**config.mk**
```make
export PLATFORM = sky130hd
export DESIGN_NAME = ecc_mem_ctrl
export DESIGN_NICKNAME = d
export VERILOG_FILES = /design/src/rtl/ecc_pkg.sv /design/src/rtl/ecc_encode.sv /design/src/rtl/ecc_decode.sv /design/src/rtl/ecc_rmw_seq.sv /design/src/rtl/ecc_mem_ctrl.sv
export SDC_FILE = /design/constraint.sdc
export NUM_CORES = 1
export LEC_CHECK = 0
export BUFFER_PORTS_ARGS = -buffer_cell sky130_fd_sc_hd__buf_2
export CORE_ASPECT_RATIO = 1.1
export CORE_MARGIN = 8
export CORE_UTILIZATION = 50
export DETAILED_ROUTE_END_ITERATION = 8
export PLACE_DENSITY_LB_ADDON = 0.15
export SYNTH_ARGS = -nofsm -noshare
export SYNTH_HDL_FRONTEND = slang
export SYNTH_SLANG_ARGS = --single-unit
```
**constraint.sdc**
```tcl
create_clock -name clk -period 3.7 [get_ports clk]
set_clock_uncertainty 0.05 [all_clocks]
set_input_delay 0 -clock clk [delete_from_list [all_inputs] [get_ports clk]]
set_output_delay 0 -clock clk [all_outputs]
set_load 0.02 [all_outputs]
```
**src/rtl/ecc_pkg.sv**
```systemverilog
package ecc_pkg;
  localparam int DW   = 64;
  localparam int CW   = 8;
  localparam int HB   = 7;
  localparam int NPOS = 71;
  localparam int NBYTE = DW / 8;

  typedef enum logic [1:0] {
    MODE_OFF    = 2'b00,
    MODE_DETECT = 2'b01,
    MODE_FIX    = 2'b10,
    MODE_RSVD   = 2'b11
  } mode_e;

  typedef enum logic [1:0] {
    SEQ_IDLE,
    SEQ_FETCH,
    SEQ_WBACK
  } seq_e;

  // Code position of data bit d: d-th non-power-of-two value in 1..NPOS.
  function automatic int data_pos(int d);
    int k;
    int res;
    k = 0;
    res = 0;
    for (int p = 1; p <= NPOS; p++) begin
      if ((p & (p - 1)) != 0) begin
        if (k == d) res = p;
        k++;
      end
    end
    return res;
  endfunction

  // Data bits covered by Hamming bit b.
  function automatic logic [DW-1:0] cover_mask(int b);
    logic [DW-1:0] m;
    m = '0;
    for (int d = 0; d < DW; d++) begin
      if (((data_pos(d) >> b) & 1) == 1) m[d] = 1'b1;
    end
    return m;
  endfunction
endpackage

```
**src/rtl/ecc_encode.sv**
```systemverilog
module ecc_encode
  import ecc_pkg::*;
(
  input  logic [DW-1:0] data,
  output logic [CW-1:0] check
);
  logic [HB-1:0] hbits;

  for (genvar g = 0; g < HB; g++) begin : g_hbit
    localparam logic [DW-1:0] MASK = cover_mask(g);
    assign hbits[g] = ^(data & MASK);
  end

  assign check = {(^data) ^ (^hbits), hbits};
endmodule

```
**src/rtl/ecc_decode.sv**
```systemverilog
module ecc_decode
  import ecc_pkg::*;
(
  input  logic [DW-1:0] rdata,
  input  logic [CW-1:0] rcheck,
  output logic [DW-1:0] corr,
  output logic          single_err,
  output logic          multi_err
);
  logic [CW-1:0] recomp;
  logic [HB-1:0] syn;
  logic          odd;
  logic [DW-1:0] flip;

  ecc_encode u_reenc (.data(rdata), .check(recomp));

  assign syn = rcheck[HB-1:0] ^ recomp[HB-1:0];
  // Overall parity of the received 72 bits.
  assign odd = rcheck[CW-1] ^ recomp[CW-1] ^ (^syn);

  assign single_err = odd;
  assign multi_err  = !odd && (syn != '0);

  for (genvar g = 0; g < DW; g++) begin : g_fix
    localparam logic [HB-1:0] POS = HB'(data_pos(g));
    assign flip[g] = odd && (syn == POS);
  end

  assign corr = rdata ^ flip;
endmodule

```
**src/rtl/ecc_rmw_seq.sv**
```systemverilog
module ecc_rmw_seq
  import ecc_pkg::*;
#(
  parameter int AW     = 16,
  parameter int PEND_W = 2
) (
  input  logic             clk,
  input  logic             rst_n,
  input  logic             prot,
  input  logic             req_valid,
  output logic             req_ready,
  input  logic             req_write,
  input  logic [AW-1:0]    req_addr,
  input  logic [DW-1:0]    req_wdata,
  input  logic [NBYTE-1:0] req_be,
  input  logic             mem_rvalid,
  input  logic [DW-1:0]    old_word,
  output logic             host_rsp,
  output logic             mem_req,
  output logic             mem_we,
  output logic [AW-1:0]    mem_addr,
  output logic [DW-1:0]    mem_wdata,
  output logic [NBYTE-1:0] mem_wbe
);
  localparam logic [PEND_W-1:0] PEND_MAX = '1;

  seq_e              state_q, state_d;
  logic [PEND_W-1:0] pend_q, pend_d;
  logic [AW-1:0]     addr_q;
  logic [DW-1:0]     wdata_q, merged_q, merged_d;
  logic [NBYTE-1:0]  be_q;
  logic              accept, rmw_go, host_rd, rmw_rsp, pend_en;

  assign req_ready = (state_q == SEQ_IDLE) && (pend_q != PEND_MAX);
  assign accept    = req_valid && req_ready;
  assign rmw_go    = accept && req_write && prot && (req_be != '1);
  assign host_rd   = accept && !req_write;
  assign host_rsp  = mem_rvalid && (pend_q != '0);
  assign rmw_rsp   = mem_rvalid && (pend_q == '0) && (state_q == SEQ_FETCH);
  assign pend_en   = host_rd || host_rsp;

  always_comb begin
    state_d = state_q;
    case (state_q)
      SEQ_IDLE:  if (rmw_go)  state_d = SEQ_FETCH;
      SEQ_FETCH: if (rmw_rsp) state_d = SEQ_WBACK;
      SEQ_WBACK: state_d = SEQ_IDLE;
      default:   state_d = SEQ_IDLE;
    endcase
  end

  always_comb begin
    pend_d = pend_q;
    if (host_rd && !host_rsp)      pend_d = pend_q + 1'b1;
    else if (!host_rd && host_rsp) pend_d = pend_q - 1'b1;
  end

  always_comb begin
    for (int b = 0; b < NBYTE; b++) begin
      merged_d[8*b +: 8] = be_q[b] ? wdata_q[8*b +: 8] : old_word[8*b +: 8];
    end
  end

  always_comb begin
    mem_req   = accept || (state_q == SEQ_WBACK);
    mem_we    = (state_q == SEQ_WBACK) || (accept && req_write && !rmw_go);
    mem_addr  = (state_q == SEQ_WBACK) ? addr_q : req_addr;
    mem_wdata = (state_q == SEQ_WBACK) ? merged_q : req_wdata;
    mem_wbe   = ((state_q == SEQ_WBACK) || prot) ? '1 : req_be;
  end

  always_ff @(posedge clk or negedge rst_n) begin
    if (!rst_n) begin
      state_q <= SEQ_IDLE;
      pend_q  <= '0;
    end else begin
      state_q <= state_d;
      if (pend_en) pend_q <= pend_d;
    end
  end

  always_ff @(posedge clk) begin
    if (rmw_go) begin
      addr_q  <= req_addr;
      wdata_q <= req_wdata;
      be_q    <= req_be;
    end
    if (rmw_rsp) merged_q <= merged_d;
  end
endmodule

```
**src/rtl/ecc_mem_ctrl.sv**
```systemverilog
module ecc_mem_ctrl
  import ecc_pkg::*;
#(
  parameter int AW     = 16,
  parameter int PEND_W = 2
) (
  input  logic          clk,
  input  logic          rst_n,
  input  logic          cfg_we,
  input  logic [1:0]    cfg_mode_wr,
  output logic [1:0]    cfg_mode,
  input  logic          req_valid,
  output logic          req_ready,
  input  logic          req_write,
  input  logic [AW-1:0] req_addr,
  input  logic [63:0]   req_wdata,
  input  logic [7:0]    req_be,
  output logic          rsp_valid,
  output logic [63:0]   rsp_rdata,
  output logic          rsp_sbe,
  output logic          rsp_mbe,
  input  logic          sts_clr,
  output logic          sts_sbe,
  output logic          sts_mbe,
  output logic          mem_req,
  output logic          mem_we,
  output logic [AW-1:0] mem_addr,
  output logic [63:0]   mem_wdata,
  output logic [7:0]    mem_wbe,
  output logic [7:0]    mem_wcheck,
  output logic          mem_wcheck_en,
  input  logic          mem_rvalid,
  input  logic [63:0]   mem_rdata,
  input  logic [7:0]    mem_rcheck
);
  logic          rst_meta, rst_s;
  mode_e         mode_q, mode_d;
  logic          prot, fix;
  logic [CW-1:0] gen_chk;
  logic [DW-1:0] corr, data_out;
  logic          d_sbe, d_mbe, host_rsp, err_s, err_m;
  logic          sbe_q, sbe_d, mbe_q, mbe_d, sts_en;

  // Reset: asserted asynchronously, released on the clock.
  always_ff @(posedge clk or negedge rst_n) begin
    if (!rst_n) {rst_s, rst_meta} <= 2'b00;
    else        {rst_s, rst_meta} <= {rst_meta, 1'b1};
  end

  assign mode_d = mode_e'(cfg_mode_wr);
  assign prot   = (mode_q != MODE_OFF);
  assign fix    = (mode_q == MODE_FIX);

  ecc_rmw_seq #(.AW(AW), .PEND_W(PEND_W)) u_seq (
    .clk       (clk),
    .rst_n     (rst_s),
    .prot      (prot),
    .req_valid (req_valid),
    .req_ready (req_ready),
    .req_write (req_write),
    .req_addr  (req_addr),
    .req_wdata (req_wdata),
    .req_be    (req_be),
    .mem_rvalid(mem_rvalid),
    .old_word  (data_out),
    .host_rsp  (host_rsp),
    .mem_req   (mem_req),
    .mem_we    (mem_we),
    .mem_addr  (mem_addr),
    .mem_wdata (mem_wdata),
    .mem_wbe   (mem_wbe)
  );

  ecc_encode u_enc (.data(mem_wdata), .check(gen_chk));

  ecc_decode u_dec (
    .rdata     (mem_rdata),
    .rcheck    (mem_rcheck),
    .corr      (corr),
    .single_err(d_sbe),
    .multi_err (d_mbe)
  );

  assign mem_wcheck    = prot ? gen_chk : '0;
  assign mem_wcheck_en = prot;

  assign data_out  = fix ? corr : mem_rdata;
  assign rsp_valid = host_rsp;
  assign rsp_rdata = data_out;
  assign rsp_sbe   = host_rsp && prot && d_sbe;
  assign rsp_mbe   = host_rsp && prot && d_mbe;

  assign err_s  = mem_rvalid && prot && d_sbe;
  assign err_m  = mem_rvalid && prot && d_mbe;
  assign sbe_d  = err_s || (sbe_q && !sts_clr);
  assign mbe_d  = err_m || (mbe_q && !sts_clr);
  assign sts_en = err_s || err_m || sts_clr;

  always_ff @(posedge clk or negedge rst_s) begin
    if (!rst_s) begin
      mode_q <= MODE_OFF;
      sbe_q  <= 1'b0;
      mbe_q  <= 1'b0;
    end else begin
      if (cfg_we) mode_q <= mode_d;
      if (sts_en) begin
        sbe_q <= sbe_d;
        mbe_q <= mbe_d;
      end
    end
  end

  assign cfg_mode = mode_q;
  assign sts_sbe  = sbe_q;
  assign sts_mbe  = mbe_q;
endmodule

```
; Word-level counts from Yosys, hierarchy flattened
; Cells that the tools add are included.
[totals]
register_bits = 162
elab_cells = 234
[op_classes]
n_addsub = 2
eq_ne = 71
mux = 18
bitwise = 6
n_reduce_logical = 126
[ops]
columns = op, n
row1 = $reduce_xor A64 Y1, 16
row2 = $eq A7 B6 Y1 const B, 31
row3 = $mux W64, 2
row4 = $eq A7 B5 Y1 const B, 15
row5 = $logic_and A1 B1 Y1, 85
row6 = $mux W8, 10
row7 = $xor A64 B64 Y64, 1
row8 = $eq A7 B4 Y1 const B, 7
row9 = $eq A7 B7 Y1 const B, 7
row10 = $eq A7 B3 Y1 const B, 3
row11 = $reduce_xor A7 Y1, 3
row12 = $mux W16, 1
row13 = $logic_or A1 B1 Y1, 8
row14 = $mux W2, 4
row15 = $ne A8 B8 Y1 const B, 1
row16 = $eq A7 B2 Y1 const B, 1
row17 = $reduce_bool A7 Y1, 1
row18 = $xor A7 B7 Y7, 1
row19 = $logic_not A1 Y1, 6
row20 = $reduce_bool A2 Y1, 3
row21 = $eq A2 B2 Y1 const B, 2
row22 = $logic_not A2 Y1, 2
row23 = $ne A2 B1 Y1 const B, 2
row24 = $pmux W2 S2, 1
row25 = 6 further kinds, 10

; Logic depth before layout (Yosys ltp)
[depth]
ltp_word = 10
ltp_mapped = 13
mapped_depth_nobuf = 9

; Hierarchy
; Synthesis repeated with hierarchy kept, for this count alone.
[hier_totals]
hier_cells = 883
area_unflattened_um2 = 12365.6
[by_module_without_submodules]
columns = module, instances, cells_each, area_per_inst_um2, seq_area_each_um2
row1 = ecc_rmw_seq, 1, 349, 7020.5, 4664.5
row2 = ecc_encode, 2, 125, 1256.2, 0.0
row3 = ecc_decode, 1, 184, 1453.9, 0.0
row4 = ecc_mem_ctrl, 1, 100, 1378.8, 150.1

; Worst setup path before layout
; OpenSTA, ideal clock, no wires.
[synth_timing]
path_kind = register to register
from = reg u_seq.pend_q[1]
to = reg u_seq.addr_q[0] (enable)
arrival_time_ns = 7.304
t_required_ns = 3.005
path_slack_ns = -4.298
path_stages_with_launch = 4
period_less_slack_ns = 7.998
path_cell_list = dfrtp_1 a211oi_1 nand3_1 nor3_1
[synth_via]
elab_chain_len = 6
[synth_lines]
columns = item, line
row1 = start: declaration, ecc_rmw_seq.sv:28  ; logic [PEND_W-1:0] pend_q, pend_d;
row2 = start signal: assignment, ecc_rmw_seq.sv:78  ; if (pend_en) pend_q <= pend_d;
row3 = $ne A2 B2 Y1, ecc_rmw_seq.sv:34  ; assign req_ready = (state_q == SEQ_IDLE) && (pend_q != PEND_MAX);
row4 = $logic_and A1 B1 Y1, ecc_rmw_seq.sv:34
row5 = net req_ready, ecc_mem_ctrl.sv:13  ; output logic req_ready,
row6 = $logic_and A1 B1 Y1, ecc_rmw_seq.sv:35  ; assign accept = req_valid && req_ready;
row7 = $logic_and A1 B1 Y1 (3 in series), ecc_rmw_seq.sv:36  ; assign rmw_go = accept && req_write && prot && (req_be != '1);
row8 = net u_seq.rmw_go, ecc_rmw_seq.sv:32  ; logic accept, rmw_go, host_rd, rmw_rsp, pend_en;
row9 = end signal: assignment, ecc_rmw_seq.sv:84  ; addr_q <= req_addr;
row10 = end: declaration, ecc_rmw_seq.sv:29  ; logic [AW-1:0] addr_q;
; The timed path passes the listed nets, and every way through them passes these cells.
; A chain may end at the register's enable or synchronous reset.

; Final worst setup path
[layout_timing]
from = reg u_seq.state_q[1]
to = out mem_wcheck[7]
[layout_via]
elab_chain_len = 6
elab_cells_between_ends = 13
cone_classes = eq/ne: 1 / mux: 2 / bitwise: 1 / reduce/logical: 9
[layout_lines]
columns = item, line
row1 = start: declaration, ecc_rmw_seq.sv:27  ; seq_e state_q, state_d;
row2 = start signal: assignment, ecc_rmw_seq.sv:77  ; state_q <= state_d;
row3 = $eq A2 B2 Y1 *, ecc_rmw_seq.sv:68  ; mem_wdata = (state_q == SEQ_WBACK) ? merged_q : req_wdata;
row4 = $mux W64 *, ecc_rmw_seq.sv:68
row5 = $reduce_xor A64 Y1, ecc_encode.sv:11  ; assign hbits[g] = ^(data & MASK);
row6 = $reduce_xor A7 Y1, ecc_encode.sv:14  ; assign check = {(^data) ^ (^hbits), hbits};
row7 = $xor A1 B1 Y1 *, ecc_encode.sv:14
row8 = $mux W8 *, ecc_mem_ctrl.sv:84  ; assign mem_wcheck = prot ? gen_chk : '0;
row9 = end: declaration, ecc_mem_ctrl.sv:30  ; output logic [7:0] mem_wcheck,
; Every way passes the cells marked *; elsewhere a longest branch is shown, timed or not.

==> run summary <==
Reg power frac - 19.2%
Sw frac - 46.3%
Largest net degree at the start of global routing - 69
Kind of cell adding the most delay to the critical path - XOR/XNOR gates
Setup TNS - 0 ns
Pleak - 6.90 nW
Layout cells sized above 1 - 47.1%
Logic pwr share - 66.2%
M1 GR Usage - 36.7%
CP required - 3.65 ns
CP cell instances - nand2b_4 > buf_4 > mux2i_2 > buf_4 > xor2_2 > xnor2_1 > xor3_1 > xnor3_1 > xor3_1 > nor2_1 > buf_4
Max_slew headroom - 36.6%
Cells after Synth - 901
Clock period minus worst slack - 3.57 ns
Yosys top cell by area - edfxtp_1
Initial core utilization - 50.8%
Syn avg cell area - 12.9 um^2
Share of the synthesized area in the top cell type - 39.3%
Place WS - -0.0535 ns
Number of enable flip-flop cells after synthesis - 152
Post-synth top cells - xnor2_1 (190), edfxtp_1 (152), mux2_2 (116)
CTS Buf Count - 17
Area contributors post-synth - edfxtp_1 (39%), xnor2_1 (14%), mux2_2 (11%)
Final Max Tran Viols - 0
Power per cell area - 772 nW/um^2
Number of cells on the worst reg-to-reg path - 6
CTS tree - built
HP Class - in2reg
Vias in the first global route - 10100
GRT met2 Usage - 51.5%
Slowest stage delay, CP - 0.43 ns
Final setup viols - 0
H-Tree Depth - 4
Flops & latches, synth - 162
Setup WS post-layout - 0.130 ns
Post-synth top flop - edfxtp_1
Yosys Warn Count - 0
ANT nets after route - 0
Total gr overflow - 0
Clock Path Buffers - 2
# DRC - 0
Global Route Usage Sum - 30.4%
I/O Buffers - 339
Via Count - 9414
Peak VDD IR - 0.718 mV
Core region area - 22900 um^2
Internal - 6.78 mW
DR pass1 iterations - 5
Total Wirelength - 43700 um
Area Overhead vs Synth - 40.9%
Status - finished, final reports clean
Worst Path Max Fanout - 9
Root Buffer - clkbuf_16
Routability cong. - 1.02
Reg clk slew, reported paths - 0.08 ns
Max-Cap Viols - 0
Layout net count - 1590
Sequential area share after synthesis - 41.5%
WHS Path Cells - 3
Cell variety after synth - 45
Worst-margin pin slew - 0.951 ns
GRT busiest layer - met2
Vias per inst - 5.43
CP arrival - 3.52 ns
Worst setup path class - reg2out
Clock network fraction of design power - 14.5%
Initial antenna violation count - 1
Critical Path Stages - 11
CP startpoint kind - flop
Count leader, synth - xnor2_1
FFs w/ async S/R, synth - 6.17%
Fmax - 0.280 GHz
Post-Syn Nets - 1071
Clk_lat worst skew - 0.43 ns
Post-detail-place hpwl - 34100 um
Die X - 161 um
WL/cell - 25.2 um
WP buf/inv - 3
Tot Pwr - 12.6 mW
Drt initial violations - 745
Io pins - 340
Fin crit share - 96.5%
Most common cell on crit path - buf_4
Std-Cell Rows - 58
Slowest-stage cell, CP - dfrtp_2
Sw Pwr - 5.85 mW
Met3 Usage GRT - 7.31%
Post-Syn Area - 11600 um^2
Hold Violations, Final - 0
Crit end category - output pin
Die Area - 28400 um^2
Chip height - 176 um
Clock sink count - 162
First-pass GRT wire length - 63900 um
[power groups by stage]
stage               clock network [mW]  registers [mW]  logic, mW
global placement                     0            2.47       7.55
floorplan                            0            2.41       4.99
detailed placement                   0            2.47       7.60
global route                      1.94            2.45       8.77
CTS                               1.86            2.43       8.05
finish                            1.83            2.43       8.37
[layer usage]
| layer | share of wire, % | routed length (um) |
|---|---|---|
| met4 | 3.6 | 1590 |
| met5 | 0.027 | 12 |
| met3 | 7.4 | 3220 |
| met1 | 40 | 17300 |
| met2 | 49 | 21600 |
[worst reg2reg max path, cell delays in order (launching register included)]
cell	delay (ns)
dfrtp_1	0.43
or3b_2	0.54
nor2b_1	0.30
nand2_1	0.30
a211oi_1	0.50
xor2_2	0.23
mux2_2	0.31
[registers in the layout (all words and copies together), names as in the netlist]
name            cells
sts_mbe             1
u_seq.addr_q       16
u_seq.wdata_q      64
rst_meta            1
rst_s               1
u_seq.pend_q        2
cfg_mode            2
u_seq.merged_q     64
sts_sbe             1
u_seq.state_q       2
u_seq.be_q          8
[cells by family (layout without fill, tap and decap cells)]
logic type / Yosys count / in the layout / share of synthesized area (%)
other: 1 / 2 / 0.0323
buffers and inverters: 54 / 586 / 1.91
XOR/XNOR: 342 / 342 / 30.4
adder cells (fa/ha/maj): 1 / 1 / 0.108
multiplexers: 170 / 170 / 16.1
AO/OA/AOI/OAI: 79 / 79 / 5.83
flip-flops: 162 / 162 / 41.5
AND/OR/NAND/NOR: 92 / 92 / 4.14
[path summary, 6_finish.rpt]
path                                       start  slack [ns]                 end
max in group asynchronous                  rst_n        3.07            rst_meta
worst min register to register             rst_s        0.10    u_seq.state_q[1]
worst max-delay path            u_seq.state_q[1]        0.13       mem_wcheck[7]
min in group asynchronous                  rst_s        0.10    u_seq.state_q[1]
worst max register to register       cfg_mode[0]        0.79  u_seq.merged_q[42]
worst min-delay path               mem_rdata[14]        0.02  u_seq.merged_q[14]
[cell usage in the layout (no fill, tap or decap), drive strengths merged, types with 2 or more instances in the layout]
| cell | instances |
|---|---|
| a21oi | 4 |
| nand2 | 16 |
| or3 | 4 |
| clkbuf | 17 |
| o21ai | 7 |
| nor3 | 4 |
| nor2b | 3 |
| nand3b | 4 |
| nand4 | 2 |
| mux2i | 34 |
| xor3 | 4 |
| edfxtp | 152 |
| xor2 | 114 |
| nand2b | 3 |
| a211oi | 44 |
| dfrtp | 10 |
| xnor2 | 191 |
| and2 | 2 |
| nor2 | 26 |
| clkinv | 5 |
| and3 | 2 |
| or2 | 11 |
| o211ai | 21 |
| mux2 | 136 |
| inv | 25 |
| or3b | 2 |
| xnor3 | 33 |
| nand3 | 6 |
| buf | 439 |
| dlygate4sd3 | 99 |
| nor3b | 5 |
[repair_timing]
item	CTS	global route
resized for setup	28	30
hold buffers	99	0
buffers inserted	14	3
endpoints found under the setup margin	2	9
hold endpoints to repair	96	0
gates cloned	1	0
pin swaps	9	7
[area by class of cell]
class                           instances  area (um^2)
Antenna cell                            1         2.50
Clock buffer                           17          425
Clock inverter                         15          191
Fill cell                            1642         6500
Inverter                               15         56.3
Multi-Input combinational cell        685         6930
Sequential cell                       162         4820
Tap cell                              300          375
Timing Repair Buffer                  539         3560
[through the flow]
step                instance area, um^2  util (%)  hold WS, ns  cells
global placement                  14200      62.2       -0.263   1584
detailed placement                14200      62.2       -0.262   1584
CTS                               16200      70.7      0.00898   1730
floorplan                         11600         -       -0.346    901
global route                      16400      71.5       0.0442   1733
finish                            16400      71.5       0.0213   1734
Note: power is estimated with default switching activity, not from simulation.
